File: config.mk
export PLATFORM = sky130hd
export DESIGN_NAME = dst_hash_filter
export DESIGN_NICKNAME = d
export VERILOG_FILES = /design/src/rtl/dhf_pkg.sv /design/src/rtl/dhf_index_accum.sv /design/src/rtl/dhf_hash_table.sv /design/src/rtl/dhf_decision.sv /design/src/rtl/dst_hash_filter.sv
export SDC_FILE = /design/constraint.sdc
export NUM_CORES = 1
export LEC_CHECK = 0
export BUFFER_PORTS_ARGS = -buffer_cell sky130_fd_sc_hd__clkbuf_2
export CAP_MARGIN = 40
export CELL_PAD_IN_SITES_DETAIL_PLACEMENT = 2
export CELL_PAD_IN_SITES_GLOBAL_PLACEMENT = 2
export CORE_ASPECT_RATIO = 0.75
export CORE_MARGIN = 2
export CORE_UTILIZATION = 35
export DETAILED_ROUTE_END_ITERATION = 16
export PLACE_DENSITY = 0.79
export SLEW_MARGIN = 20
export SYNTH_ARGS = -nofsm -noshare
export SYNTH_HDL_FRONTEND = slang
export SYNTH_SLANG_ARGS = --single-unit
File: constraint.sdc
create_clock -name clk -period 8.65 [get_ports clk]
set_clock_uncertainty 0.15 [all_clocks]
set_input_delay 0 -clock clk [delete_from_list [all_inputs] [get_ports clk]]
set_output_delay 0 -clock clk [all_outputs]
set_load 0.02 [all_outputs]
File: src/rtl/dhf_pkg.sv
package dhf_pkg;
  localparam int unsigned ADDR_BYTES = 6;
  localparam int unsigned IDX_W      = 6;
  localparam int unsigned TBL_BITS   = 1 << IDX_W;
  localparam int unsigned WORD_W     = 32;
  localparam int unsigned TBL_WORDS  = TBL_BITS / WORD_W;

  // Contribution of one address byte, taken at byte position pos, to the index.
  function automatic logic [IDX_W-1:0] fold_byte(input logic [7:0] b, input int unsigned pos);
    logic [IDX_W-1:0] r;
    r = '0;
    for (int unsigned i = 0; i < 8; i++) begin
      r = r ^ (IDX_W'(b[i]) << ((pos * 8 + i) % IDX_W));
    end
    return r;
  endfunction
endpackage

File: src/rtl/dhf_index_accum.sv
module dhf_index_accum
  import dhf_pkg::*;
#(
  parameter int unsigned N_BYTES = ADDR_BYTES
) (
  input  logic             clk,
  input  logic             rst_n,
  input  logic             frame_start,
  input  logic             byte_valid,
  input  logic [7:0]       byte_data,
  output logic [IDX_W-1:0] idx_next,
  output logic             group_now,
  output logic             group_q,
  output logic             last_take
);
  localparam int unsigned CNT_W = $clog2(N_BYTES + 1);

  logic [CNT_W-1:0] cnt_q;
  logic [CNT_W-1:0] pos;
  logic [IDX_W-1:0] idx_q;
  logic [IDX_W-1:0] idx_base;
  logic             full;
  logic             take;

  assign pos       = frame_start ? '0 : cnt_q;
  assign full      = (cnt_q == CNT_W'(N_BYTES));
  assign take      = byte_valid & (frame_start | ~full);
  assign idx_base  = frame_start ? '0 : idx_q;
  assign idx_next  = take ? (idx_base ^ fold_byte(byte_data, 32'(pos))) : idx_base;
  assign last_take = take & (pos == CNT_W'(N_BYTES - 1));

  always_comb begin
    if (take && pos == '0)   group_now = byte_data[0];
    else if (frame_start)    group_now = 1'b0;
    else                     group_now = group_q;
  end

  always_ff @(posedge clk or negedge rst_n) begin
    if (!rst_n) begin
      cnt_q   <= '0;
      idx_q   <= '0;
      group_q <= 1'b0;
    end else begin
      cnt_q   <= (frame_start ? '0 : cnt_q) + CNT_W'(take);
      idx_q   <= idx_next;
      group_q <= group_now;
    end
  end
endmodule

File: src/rtl/dhf_hash_table.sv
module dhf_hash_table
  import dhf_pkg::*;
#(
  parameter int unsigned W     = WORD_W,
  parameter int unsigned WORDS = TBL_WORDS
) (
  input  logic               clk,
  input  logic               rst_n,
  input  logic [WORDS-1:0]   word_we,
  input  logic [W-1:0]       wdata,
  output logic [W*WORDS-1:0] table_q
);
  for (genvar h = 0; h < WORDS; h++) begin : g_word
    always_ff @(posedge clk or negedge rst_n) begin
      if (!rst_n)          table_q[h*W +: W] <= '0;
      else if (word_we[h]) table_q[h*W +: W] <= wdata;
    end
  end
endmodule

File: src/rtl/dhf_decision.sv
module dhf_decision
  import dhf_pkg::*;
(
  input  logic                clk,
  input  logic                rst_n,
  input  logic                frame_start,
  input  logic                last_take,
  input  logic [IDX_W-1:0]    idx_in,
  input  logic                group_in,
  input  logic [TBL_BITS-1:0] table_in,
  input  logic                ucast_en,
  input  logic                mcast_en,
  input  logic                copy_all,
  output logic                decision_valid,
  output logic                accept
);
  logic lookup_hit;
  logic type_en;
  logic match_now;

  assign lookup_hit = table_in[idx_in];
  assign type_en    = group_in ? mcast_en : ucast_en;
  assign match_now  = copy_all | (lookup_hit & type_en);

  always_ff @(posedge clk or negedge rst_n) begin
    if (!rst_n) begin
      decision_valid <= 1'b0;
      accept         <= 1'b0;
    end else if (last_take) begin
      decision_valid <= 1'b1;
      accept         <= match_now;
    end else if (frame_start) begin
      decision_valid <= 1'b0;
      accept         <= 1'b0;
    end
  end
endmodule

File: src/rtl/dst_hash_filter.sv
module dst_hash_filter
  import dhf_pkg::*;
(
  input  logic              clk,
  input  logic              rst_n,
  input  logic              frame_start,
  input  logic              byte_valid,
  input  logic [7:0]        byte_data,
  input  logic              tbl_lo_we,
  input  logic              tbl_hi_we,
  input  logic [WORD_W-1:0] tbl_wdata,
  input  logic              ucast_en,
  input  logic              mcast_en,
  input  logic              copy_all,
  output logic              decision_valid,
  output logic              accept,
  output logic              multicast_flag
);
  logic [IDX_W-1:0]    idx_next;
  logic                group_now;
  logic                group_q;
  logic                last_take;
  logic [TBL_BITS-1:0] table_q;

  dhf_index_accum #(.N_BYTES(ADDR_BYTES)) u_accum (
    .clk(clk), .rst_n(rst_n), .frame_start(frame_start),
    .byte_valid(byte_valid), .byte_data(byte_data),
    .idx_next(idx_next), .group_now(group_now), .group_q(group_q),
    .last_take(last_take)
  );

  dhf_hash_table #(.W(WORD_W), .WORDS(TBL_WORDS)) u_table (
    .clk(clk), .rst_n(rst_n), .word_we({tbl_hi_we, tbl_lo_we}),
    .wdata(tbl_wdata), .table_q(table_q)
  );

  dhf_decision u_decide (
    .clk(clk), .rst_n(rst_n), .frame_start(frame_start), .last_take(last_take),
    .idx_in(idx_next), .group_in(group_now), .table_in(table_q),
    .ucast_en(ucast_en), .mcast_en(mcast_en), .copy_all(copy_all),
    .decision_valid(decision_valid), .accept(accept)
  );

  assign multicast_flag = group_q;
endmodule

; ---- Yosys cells after proc, flatten, opt, wreduce, memory -nomap -nowiden
; Cells that the tools add are included.
[op_classes]
add_sub_neg = 8
div_mod_pow = 8
n_lt_le_gt_ge = 1
n_eq_ne = 2
n_shift = 8
muxes = 11
n_bitwise = 14
n_reduce_logical = 3
[ops]
columns = operator, n
row1 = $shl 1x32->6, 8
row2 = $mod 32x3->32 const B, 7
row3 = $xor 6x6->6, 8
row4 = $mod 6x3->32 const B, 1
row5 = $add 6x3->7 const B, 4
row6 = $add 6x2->7 const B, 2
row7 = $mux 6, 2
row8 = $add 6x1->7 const B, 1
row9 = $lt 6x7->1 const B, 1
row10 = $mux 1, 7
row11 = $bmux 1 s6, 1
row12 = $eq 3x3->1 const B, 2
row13 = $add 3x1->3, 1
row14 = $and 1x1->1, 3
row15 = $logic_not 3->1, 1
row16 = $mux 3, 1
row17 = $or 1x1->1, 2
row18 = $reduce_bool 2->1, 1
row19 = $logic_and 1x1->1, 1
row20 = $not 1->1, 1
[word_totals]
ff_bits = 76
input_bits = 49
output_inout_bits = 3
elab_cells = 62

; ---- Depth between registers and ports, before layout
; Gate-level depths: netlist (run 1).
[logic_depth]
ltp_word = 18
mapped_depth = 42
mapped_depth_nobuf = 35

; ---- Modules after synthesis
; From an unflattened synthesis (run 1), not the netlist that was laid out.
[hier_totals]
hier_cells = 852
hier_area_um2 = 7836.3
[modules_own_cells]
columns = module, instances, cells_each, area_per_inst_um2, seq_area_each_um2
row1 = dhf_index_accum, 1, 667, 4494.3, 250.2
row2 = dhf_hash_table, 1, 136, 2690.1, 1601.5
row3 = dhf_decision, 1, 49, 651.9, 50.0

; ---- Least setup slack after synthesis (run 1)
; No wires, ideal clock.
[synth_path]
kind = reg2reg
from = reg u_accum.cnt_q[2]
to = reg u_decide.accept
setup_ps = 95
arrival_ps = 8241
t_required_ps = 8405
slack_ps = 164
stages_incl_launch_ff = 42
path_buffers = 11
synth_period_minus_slack_ps = 8486
path_cell_list = dfrtp_1 nand2b_4 inv_2 buf_2 buf_4 ha_1 nand4bb_1 buf_2 clkbuf_1 buf_1 ha_1 buf_2 buf_2 nor2_1 nor2_1 inv_1 ha_1 nand2b_1 [... 6 more ...] xor2_1 xor2_1 nand4b_1 a211oi_1 a21oi_1 nor4_1 nand3_1 o22a_1 or4_1 buf_2 and2_1 buf_6 buf_6 o2111a_1 o41ai_1 a21oi_1 o2bb2ai_1 o31ai_1
[synth_via]
elab_chain_cells = 18
elab_cells_between_ends = 49
cone_classes = add/sub (7) / div (8) / eq/ne (2) / shift (8) / mux (7) / bitwise (14) / reduce/logical (3)
[synth_lines]
columns = element, line_no
row1 = start: declaration, dhf_index_accum.sv:18  ; logic [CNT_W-1:0] cnt_q;
row2 = start signal: assignment, dhf_index_accum.sv:44  ; cnt_q <= (frame_start ? '0 : cnt_q) + CNT_W'(take);
row3 = $mux 3, dhf_index_accum.sv:25  ; assign pos = frame_start ? '0 : cnt_q;
row4 = $add 6x1->7, dhf_pkg.sv:13  ; r = r ^ (IDX_W'(b[i]) << ((pos * 8 + i) % IDX_W));
row5 = $mod 32x3->32, dhf_pkg.sv:13
row6 = $shl 1x32->6, dhf_pkg.sv:13
row7 = $xor 6x6->6 (7 in series), dhf_pkg.sv:13
row8 = $xor 6x6->6, dhf_index_accum.sv:29  ; assign idx_next = take ? (idx_base ^ fold_byte(byte_data, 32'(pos))) : idx_base;
row9 = $mux 6, dhf_index_accum.sv:29
row10 = $bmux 1 s6, dhf_decision.sv:21  ; assign lookup_hit = table_in[idx_in];
row11 = $mux 1 (implied by the code), dhf_decision.sv:21
row12 = $and 1x1->1, dhf_decision.sv:23  ; assign match_now = copy_all | (lookup_hit & type_en);
row13 = $or 1x1->1, dhf_decision.sv:23
row14 = $mux 1, dhf_decision.sv:29  ; end else if (last_take) begin
row15 = end signal: assignment, dhf_decision.sv:31  ; accept <= match_now;
row16 = end: declaration, dhf_decision.sv:15  ; output logic accept
; Several ways; a longest one is shown, not always the timed one. The select of a mux whose other input is x is not followed.
; A chain may end at the register's enable or synchronous reset.

; ---- Worst setup path in the final report (run 1)
[layout_path]
from = reg u_accum.cnt_q[1]
to = reg u_decide.accept
[layout_via]
elab_chain_cells = 18
elab_cells_between_ends = 49
cone_classes = add/sub (7) / div (8) / eq/ne (2) / shift (8) / mux (7) / bitwise (14) / reduce/logical (3)
[layout_lines]
columns = element, line_no
row1 = $mux 3, dhf_index_accum.sv:25
row2 = $add 6x1->7, dhf_pkg.sv:13
row3 = $mod 32x3->32, dhf_pkg.sv:13
row4 = $shl 1x32->6, dhf_pkg.sv:13
row5 = $xor 6x6->6 (7 in series), dhf_pkg.sv:13
row6 = $xor 6x6->6, dhf_index_accum.sv:29
row7 = $mux 6 *, dhf_index_accum.sv:29
row8 = named net idx_next[1], dst_hash_filter.sv:19  ; logic [IDX_W-1:0] idx_next;
row9 = $bmux 1 s6 *, dhf_decision.sv:21
row10 = $mux 1 (implied by the code) *, dhf_decision.sv:21
row11 = $and 1x1->1 *, dhf_decision.sv:23
row12 = $or 1x1->1 *, dhf_decision.sv:23
row13 = $mux 1 *, dhf_decision.sv:29
; Mark *: on every way through the listed nets, which the timed path passes. The rest lies on a longest branch. The select of a mux whose other input is x is not followed.

==> results.tsv, run 1 <==
metric	value	unit
iteration-0 DRC count of the detailed router	825	
cell area after layout	9030	um^2
nets	1040	
GRT Total Usage	33.1	%
Final min period	8.49	ns
Synth async-reset ratio	100	%
Fill cells	2344	
Tcrit/Tclk final	98.1	%
placed insts	1199	
placed cell areas	8180	um^2
Clock Pin Slew Worst Setup and Hold Paths	0.08	ns
Unique masters post-synth	89	
status	finished clean	
layout cell share with drive strength beyond 1	22.8	%
Yosys reg bits	76	
TNS Setup	0	ns
CTS Sinks	76	
cell taking the most area after synthesis	dfrtp_1	
critical path's most frequent cell	buf_4	
root buf cell	clkbuf_16	
critical path class	flip-flop to flip-flop	
Power Dens Cells	204	nW/um^2
gp weighted congestion	0.911	
drt total wl	37600	um
Hold WC Path Type	primary input to async pin	
Final Max Tran Viols	0	
clock buffer count from CTS	9	
worst-margin pin slew	0.799	ns
WP data arrival	8.60	ns
CORE AREA	21100	um^2
Initial Util	35.6	%
register area share after synthesis	25.4	%
antenna viol nets, final	0	
DRC	0	
Reg-to-Reg End	u_decide.accept	
vias in the first global route	8673	
Area growth, synth to finish	20.5	%
TritonCTS clock tree	done	
Required @ worst endpoint	8.76	ns
kind of start point of the critical path	flip-flop	
Cell Count, Final, Fillers Out	1258	
largest net degree at the start of global routing	55	
Critical-path top delay cell	a2111oi_0	
max_cap viols	0	
Final Setup Violations	0	
# diodes	0	
H-tree levels	3	
synthesized netlist cell count	878	
Synth top area share	25.4	%
worst skew pair latency	0.36	ns
peak supply drop	0.110	mV
IO Count	52	
area of the mapped netlist	7500	um^2
FF-to-FF setup slack	0.16	ns
critical path's largest stage delay	0.54	ns
top-count cell post-synth	dfrtp_1	
Slew headroom	46.1	%
Synth area leaders	dfrtp_1, mux2_2, ha_1, mux2i_1, nor2_1	
height of the die	131	um
Multi-input gate area	5350	um^2
DR vias/cell	6.62	
DP Worst Slack	0.107	ns
Port Buf Inserts	51	
Fin. Hold Viols	0	
maximum clock frequency	0.118	GHz
crit path capture type	flip-flop	
EDFF count, synth	0	
static leakage	3.77	nW
syn_nets	953	
commonest cells in the netlist	dfrtp_1, nor2_1, nand2_1	
clk buf depth	2	
first-pass GRT wire length	56300	um
Avg Synthesized Cell Area	8.54	um^2
crit path launch	u_accum.cnt_q[1]	
Storage cell area	1900	um^2
Worst R2R Start	u_accum.cnt_q[1]	
HPWL Detailed	24800	um
first drt pass iteration count	5	
Die Span X	173	um
Routed wire per std cell	29.9	um
Critical Path Fanout Max	10	
FP Rows	46	
Post-CTS Repair Setup Buffers	0	
antenna violations before repair	1	
fin worst setup slack	0.162	ns
Yosys warnings	0	
gr ovfl total	0	
DR vias	8332	
FF-to-FF path depth	36	
die area	22600	um^2
Top FF cell, synth	dfrtp_1	
[per-layer routing]
layer	track usage (%)	part of all wire, %	up-vias
met2	53.2	45	428
met4	12.9	4.0	0
met3	8.04	8.1	114
met1	43.3	43	4278
li1	-	-	3512
met5	0	0	-
[sequential cells by signal, indices dropped and copies added, names as in the netlist]
signal                   count
u_decide.decision_valid      1
u_table.table_q             64
u_accum.group_q              1
u_accum.idx_q                6
u_accum.cnt_q                3
u_decide.accept              1
[worst max path at each step]
stage / cells past startpoint / end
6_report: 36 / u_decide.accept
5_1_grt: 36 / u_decide.accept
4_1_cts: 36 / u_decide.accept
3_5_place_dp: 24 / u_decide.accept
3_3_place_gp: 24 / u_decide.accept
2_1_floorplan: 41 / u_decide.accept
[critical path, delay by kind of cell, from the launching register on]
family	cells	cell delay, ns
AO/OA/AOI/OAI	14	3.89
buffers and inverters	8	1.34
AND/OR/NAND/NOR	9	1.42
adder cells (fa/ha/maj)	4	0.97
flip-flops	1	0.39
XOR/XNOR	1	0.20
[what timing repair did]
| item | CTS | global route |
|---|---|---|
| resized for setup | 5 | 27 |
| pin swaps | 0 | 3 |
| setup endpoints to repair | 1 | 1 |
| hold endpoints to repair | 143 | 0 |
| hold buffers | 41 | 0 |
[layout by cell type, fill, tap and decap left out, types with 13 or more instances in the layout]
| cell type | Yosys | final |
|---|---|---|
| xnor2_1 | 20 | 20 |
| nand2b_1 | 14 | 14 |
| a21oi_1 | 37 | 37 |
| inv_1 | 28 | 28 |
| clkbuf_2 | 0 | 51 |
| ha_1 | 26 | 24 |
| nand2_1 | 64 | 61 |
| nor3_1 | 17 | 17 |
| buf_4 | 2 | 33 |
| o31ai_1 | 16 | 16 |
| mux2_2 | 62 | 62 |
| dlygate4sd3_1 | 0 | 40 |
| o21ai_0 | 43 | 41 |
| and2_1 | 14 | 13 |
| dfrtp_1 | 76 | 75 |
| mux2i_1 | 29 | 29 |
| o211ai_1 | 17 | 17 |
| nand3_1 | 32 | 29 |
| nor2_1 | 68 | 67 |
[where the power goes]
group	internal (mW)	leakage, nW	switching (mW)
sequential	0.394	0.909	0.0334
combinational	0.350	2.71	0.649
clock	0.207	0.150	0.211
total	0.952	3.77	0.893
[stage by stage]
step                      hold WS [ns]  power [mW]  utilization [%]
final                           0.0281        1.84             42.9
after global routing            0.0719        1.91             42.9
after CTS                       0.0341        1.74             42.3
after detailed placement        -0.222        1.29             38.8
after global placement          0.0679        1.25             38.5
after floorplan                 -0.446        1.00                -
[cells by family after synthesis]
group	share of synthesized area, %
simple gates	21.7
compound gates	25.6
mux	13.8
buf+inv	5.06
flops	25.4
xor+xnor	4.11
fa+ha+maj	4.34
[layout make-up]
cell class / count / area share (%)
clock buffer: 9 / 2.49
clock inverter: 7 / 0.845
inverter: 33 / 1.43
multi-input combinational: 716 / 59.2
sequential: 76 / 21.1
tap: 288 / 3.99
timing repair buffer: 129 / 10.9
Power figures use the tool's default switching activity.
==> run 2, diff against run 1 <==
--- a/config.mk
+++ b/config.mk
@@ -11,9 +11,9 @@
 export CELL_PAD_IN_SITES_GLOBAL_PLACEMENT = 2
 export CORE_ASPECT_RATIO = 0.75
 export CORE_MARGIN = 2
-export CORE_UTILIZATION = 35
+export CORE_UTILIZATION = 38
 export DETAILED_ROUTE_END_ITERATION = 16
-export PLACE_DENSITY = 0.79
+export PLACE_DENSITY = 0.81
 export SLEW_MARGIN = 20
 export SYNTH_ARGS = -nofsm -noshare
 export SYNTH_HDL_FRONTEND = slang
==> constraint.sdc (replaced) <==
create_clock -name clk -period 9.5 [get_ports clk]
set_clock_uncertainty 0.15 [all_clocks]
set_input_delay 0 -clock clk [delete_from_list [all_inputs] [get_ports clk]]
set_output_delay 0 -clock clk [all_outputs]
set_load 0.02 [all_outputs]
==> results.tsv, run 2 (same netlist as run 1, synthesis figures left out) <==
metric	value	unit
max_cap viols	0	
kind of start point of the critical path	flip-flop	
Clock Pin Slew Worst Setup and Hold Paths	0.07	ns
Final min period	9.20	ns
max FFs per register	64	
Final Hold Slack	0.0425	ns
first-pass GRT wire length	54000	um
DRC	0	
worst skew pair latency	0.36	ns
Hold WC Path Type	primary input to async pin	
critical path's largest stage delay	0.71	ns
IO Count	52	
H-tree levels	3	
static leakage	3.68	nW
clk buf depth	2	
Die Span X	166	um
peak supply drop	0.0919	mV
Power Dens Cells	187	nW/um^2
Required @ worst endpoint	9.60	ns
die area	20900	um^2
Routed wire per std cell	31.4	um
height of the die	126	um
commonest non-fill, non-tap cell in the layout	dfrtp_1	
CORE AREA	19300	um^2
Critical Path Fanout Max	19	
DR vias/cell	6.89	
nets	1026	
gp weighted congestion	0.931	
drt total wl	38000	um
Final Max Tran Viols	0	
gr ovfl total	0	
Reg-to-Reg End	u_decide.accept	
worst-margin pin slew	0.917	ns
FP Rows	44	
Area growth, synth to finish	17.8	%
WP data arrival	9.30	ns
largest net degree at the start of global routing	57	
clock buffer count from CTS	9	
layout cell share with drive strength beyond 1	21.0	%
Fin. Hold Viols	0	
TritonCTS clock tree	done	
Initial Util	38.8	%
critical path class	flip-flop to flip-flop	
commonest non-fill, non-tap cells in the layout	dfrtp_1, nor2_1, nand2_1	
Final Setup Violations	0	
first drt pass iteration count	5	
Tcrit/Tclk final	96.8	%
antenna viol nets, final	0	
FF-to-FF setup slack	0.30	ns
placed insts	1151	
Critical-path top delay cell	or4_1	
DR vias	8340	
Slew headroom	38.2	%
vias in the first global route	8515	
status	finished clean	
HPWL Detailed	24700	um
crit path capture type	flip-flop	
CTS Sinks	76	
iteration-0 DRC count of the detailed router	775	
GRT Total Usage	33.4	%
FF-to-FF path depth	35	
maximum clock frequency	0.109	GHz
biggest regs	u_table.table_q x64, u_accum.idx_q x6, u_accum.cnt_q x3	
Port Buf Inserts	51	
Fill cells	2098	
root buf cell	clkbuf_16	
antenna violations before repair	1	
Reg with most FFs	u_table.table_q	
Worst R2R Start	u_accum.cnt_q[1]	
Post-CTS Repair Setup Buffers	0	
Cell Count, Final, Fillers Out	1210	
[run 2: cell types whose count changed in the layout (fill, tap and decap cells not counted), sizes merged]
cell,delta
inv,-1
clkinv,+1
diode,+1
buf,-12
dlygate4sd3,-2
[run 2: worst max path at each step]
stage	startpoint	endpoint	slack [ns]	cells after the start
finish	u_accum.cnt_q[1]	u_decide.accept	0.30	35
global route	u_accum.cnt_q[1]	u_decide.accept	-0.27	35
CTS	u_accum.cnt_q[1]	u_decide.accept	0.05	32
detailed placement	frame_start	u_decide.accept	0.21	33
global placement	frame_start	u_decide.accept	0.87	33
floorplan	u_accum.cnt_q[2]	u_decide.accept	1.01	41
[run 2: where the power goes]
group          total, mW  leakage [nW]  internal [mW]  switching, mW
Clock              0.360         0.143          0.184          0.176
Sequential         0.391         0.910          0.359         0.0314
Combinational      0.901          2.62          0.309          0.593
Total               1.65          3.68          0.852          0.800
[run 2: critical path: cells and delay by family (launching register included)]
family | cells | cell delay [ns]
buffers and inverters | 5 | 0.67
XOR/XNOR | 2 | 0.50
flip-flops | 1 | 0.40
AND/OR/NAND/NOR | 14 | 3.28
adder cells (fa/ha/maj) | 4 | 1.48
AO/OA/AOI/OAI | 10 | 2.59
[run 2: final cells by class]
type	instances	area (um^2)	share of cell area, %
inverters	33	128	1.45
multi-input cells	716	5290	59.9
clock buffers	9	225	2.55
diodes	1	2.50	0.0283
repair buffers	115	902	10.2
flip-flops and latches	76	1900	21.5
well taps	253	317	3.59
clock inverters	7	63.8	0.723
[run 2: metal layers]
metal  share of wire [%]  GRT usage (%)  vias to the layer above
met5                   0              0                        -
met4                 5.0           11.1                        0
met3                 9.0           8.27                      150
met2                  44           51.7                      490
met1                  42           45.9                     4216
li1                    -              -                     3484
[run 2: timing repair]
item	4_1_cts	5_1_grt
hold buffers	38	0
setup endpoints to repair	0	1
hold endpoints to repair	142	0
resized for setup	0	17
[run 2: stage by stage]
stage	power, mW	setup WS [ns]	setup TNS, ns	utilization, %	instance area [um^2]
floorplan	0.911	1.01	0	-	7500
global placement	1.12	0.865	0	41.2	7960
detailed placement	1.16	0.211	0	41.5	8020
CTS	1.53	0.0503	0	44.9	8680
global route	1.71	-0.275	-0.275	45.7	8830
finish	1.65	0.299	0	45.7	8830
==> run 3, diff against run 2 <==
--- a/config.mk
+++ b/config.mk
@@ -5,13 +5,14 @@
 export SDC_FILE = /design/constraint.sdc
 export NUM_CORES = 1
 export LEC_CHECK = 0
+export ABC_AREA = 1
 export BUFFER_PORTS_ARGS = -buffer_cell sky130_fd_sc_hd__clkbuf_2
 export CAP_MARGIN = 40
 export CELL_PAD_IN_SITES_DETAIL_PLACEMENT = 2
 export CELL_PAD_IN_SITES_GLOBAL_PLACEMENT = 2
 export CORE_ASPECT_RATIO = 0.75
 export CORE_MARGIN = 2
-export CORE_UTILIZATION = 38
+export CORE_UTILIZATION = 33
 export DETAILED_ROUTE_END_ITERATION = 16
 export PLACE_DENSITY = 0.81
 export SLEW_MARGIN = 20
==> results.tsv, run 3 <==
metric	value	unit
antenna viol nets, final	0	
Final Setup Violations	0	
Final Max Tran Viols	0	
Final Util	38.8	%
Unique masters post-synth	46	
H-tree levels	3	
Slew headroom	48.3	%
commonest non-fill, non-tap cell in the layout	nand2_1	
clock buffer count from CTS	9	
DR vias/cell	5.60	
TritonCTS clock tree	done	
Multi-input gate area	6010	um^2
first drt pass iteration count	5	
gr ovfl total	0	
Clock Pin Slew Worst Setup and Hold Paths	0.08	ns
cell area after layout	10200	um^2
vias in the first global route	12000	
nets	1675	
EDFF count, synth	0	
syn_nets	1608	
Synth async-reset ratio	100	%
Port Buf Inserts	51	
WP data arrival	9.10	ns
critical path's largest stage delay	0.54	ns
drt total wl	45500	um
placed insts	1895	
Initial Util	33.9	%
commonest non-fill, non-tap cells in the layout	nand2_1, inv_1, nand3_1	
GRT Total Usage	32.3	%
gp weighted congestion	0.948	
antenna violations before repair	0	
TNS Setup	0	ns
IO Count	52	
CTS Sinks	76	
height of the die	146	um
DR vias	10900	
Post-CTS Repair Setup Buffers	0	
RSZ-0062 raised after global routing	false	
critical path class	flip-flop to flip-flop	
Synth top area share	23.6	%
DP Worst Slack	0.578	ns
peak supply drop	0.111	mV
Storage cell area	1900	um^2
Synth area leaders	nand2_1, dfrtp_1, nand3_1, inv_1, nor2_1	
# diodes	0	
Required @ worst endpoint	9.60	ns
commonest cells in the netlist	nand2_1, inv_1, nand3_1	
Tcrit/Tclk final	94.7	%
worst skew pair latency	0.36	ns
Reg with most FFs	u_table.table_q	
layout cell share with drive strength beyond 1	10.5	%
FP Rows	51	
Die Span X	194	um
Yosys reg bits	76	
Critical Path Fanout Max	29	
Final min period	9.00	ns
top-count cell post-synth	nand2_1	
area of the mapped netlist	8890	um^2
clk buf depth	2	
HPWL Detailed	31600	um
crit path capture type	flip-flop	
placed cell areas	9430	um^2
Top FF cell, synth	dfrtp_1	
synthesized netlist cell count	1533	
CORE AREA	26200	um^2
Yosys warnings	0	
maximum clock frequency	0.111	GHz
Routed wire per std cell	23.3	um
biggest regs	u_table.table_q x64, u_accum.idx_q x6, u_accum.cnt_q x3	
Cell Count, Final, Fillers Out	1949	
Hold WC Path Type	primary input to async pin	
Critical-path top delay cell	dfrtp_1	
max_cap viols	0	
DRC	0	
worst-margin pin slew	0.768	ns
Power Dens Cells	244	nW/um^2
fin worst setup slack	0.504	ns
largest net degree at the start of global routing	42	
kind of start point of the critical path	flip-flop	
Fin. Hold Viols	0	
static leakage	5.72	nW
register area share after synthesis	21.4	%
Area growth, synth to finish	14.5	%
root buf cell	clkbuf_16	
cell taking the most area after synthesis	nand2_1	
iteration-0 DRC count of the detailed router	778	
Avg Synthesized Cell Area	5.80	um^2
max FFs per register	64	
status	finished clean	
Fill cells	3310	
die area	28300	um^2
critical path's most frequent cell	nor2_1	
first-pass GRT wire length	71600	um
## run 3: worst max-delay path: cells and delay by family, from the launching register on
family	cells	cell delay [ns]
and+or+nand+nor	31	5.11
buffers and inverters	8	1.57
AOI/OAI and AO/OA	2	0.51
DFF	1	0.54
adders and majority gates	3	0.94
## run 3: cell type report
cell class | count | share of cell area (%)
inverters | 197 | 7.33
multi-input cells | 1217 | 59.0
flip-flops and latches | 76 | 18.7
clock inverters | 7 | 1.03
repair buffers | 99 | 7.50
well taps | 344 | 4.23
clock buffers | 9 | 2.21
## run 3: power by group
part | switching [mW] | total, mW | internal, mW
Combinational | 1.23 | 1.68 | 0.452
Sequential | 0.0207 | 0.376 | 0.355
Clock | 0.188 | 0.424 | 0.236
## run 3: per-stage QoR
stage                     hold slack [ns]  power [mW]
after floorplan                    -0.446        1.47
after global placement             0.0728        1.85
after detailed placement           -0.135        1.93
after CTS                          0.0434        2.37
after global routing               0.0856        2.67
final                              0.0398        2.48
## run 3: metal layers
| metal | track usage [%] | vias up | share of wire [%] |
|---|---|---|---|
| met5 | 0 | - | 0 |
| met4 | 9.92 | 0 | 2.9 |
| met3 | 6.44 | 77 | 6.6 |
| met2 | 53.3 | 347 | 45 |
| met1 | 42.7 | 5484 | 45 |
| li1 | - | 5005 | - |
## run 3: final timing paths
kind	from	to	slack, ns	depth (start not counted)
max	u_accum.cnt_q[1]	u_decide.accept	0.50	44
min	rst_n	u_table.table_q[63]	0.04	2
max reg2reg	u_accum.cnt_q[1]	u_decide.accept	0.50	44
min reg2reg	u_table.table_q[17]	u_table.table_q[17]	0.37	1
max in group asynchronous	rst_n	u_table.table_q[8]	8.47	3
min in group clk	byte_data[7]	u_accum.idx_q[5]	0.07	5
## run 3: repair_timing
item,4_1_cts,5_1_grt
endpoints found under the setup margin,0,1
gates resized for setup,0,7
hold endpoints to repair,142,0
hold buffers,38,0
## run 3: logic make-up after synthesis
logic type / count (synthesis) / synth area share [%]
AND/OR/NAND/NOR: 997 / 48.9
XOR/XNOR: 26 / 2.56
buffers and inverters: 240 / 11.4
adder cells (fa/ha/maj): 26 / 3.66
multiplexers: 26 / 3.29
AO/OA/AOI/OAI: 142 / 8.77
flip-flops: 76 / 21.4
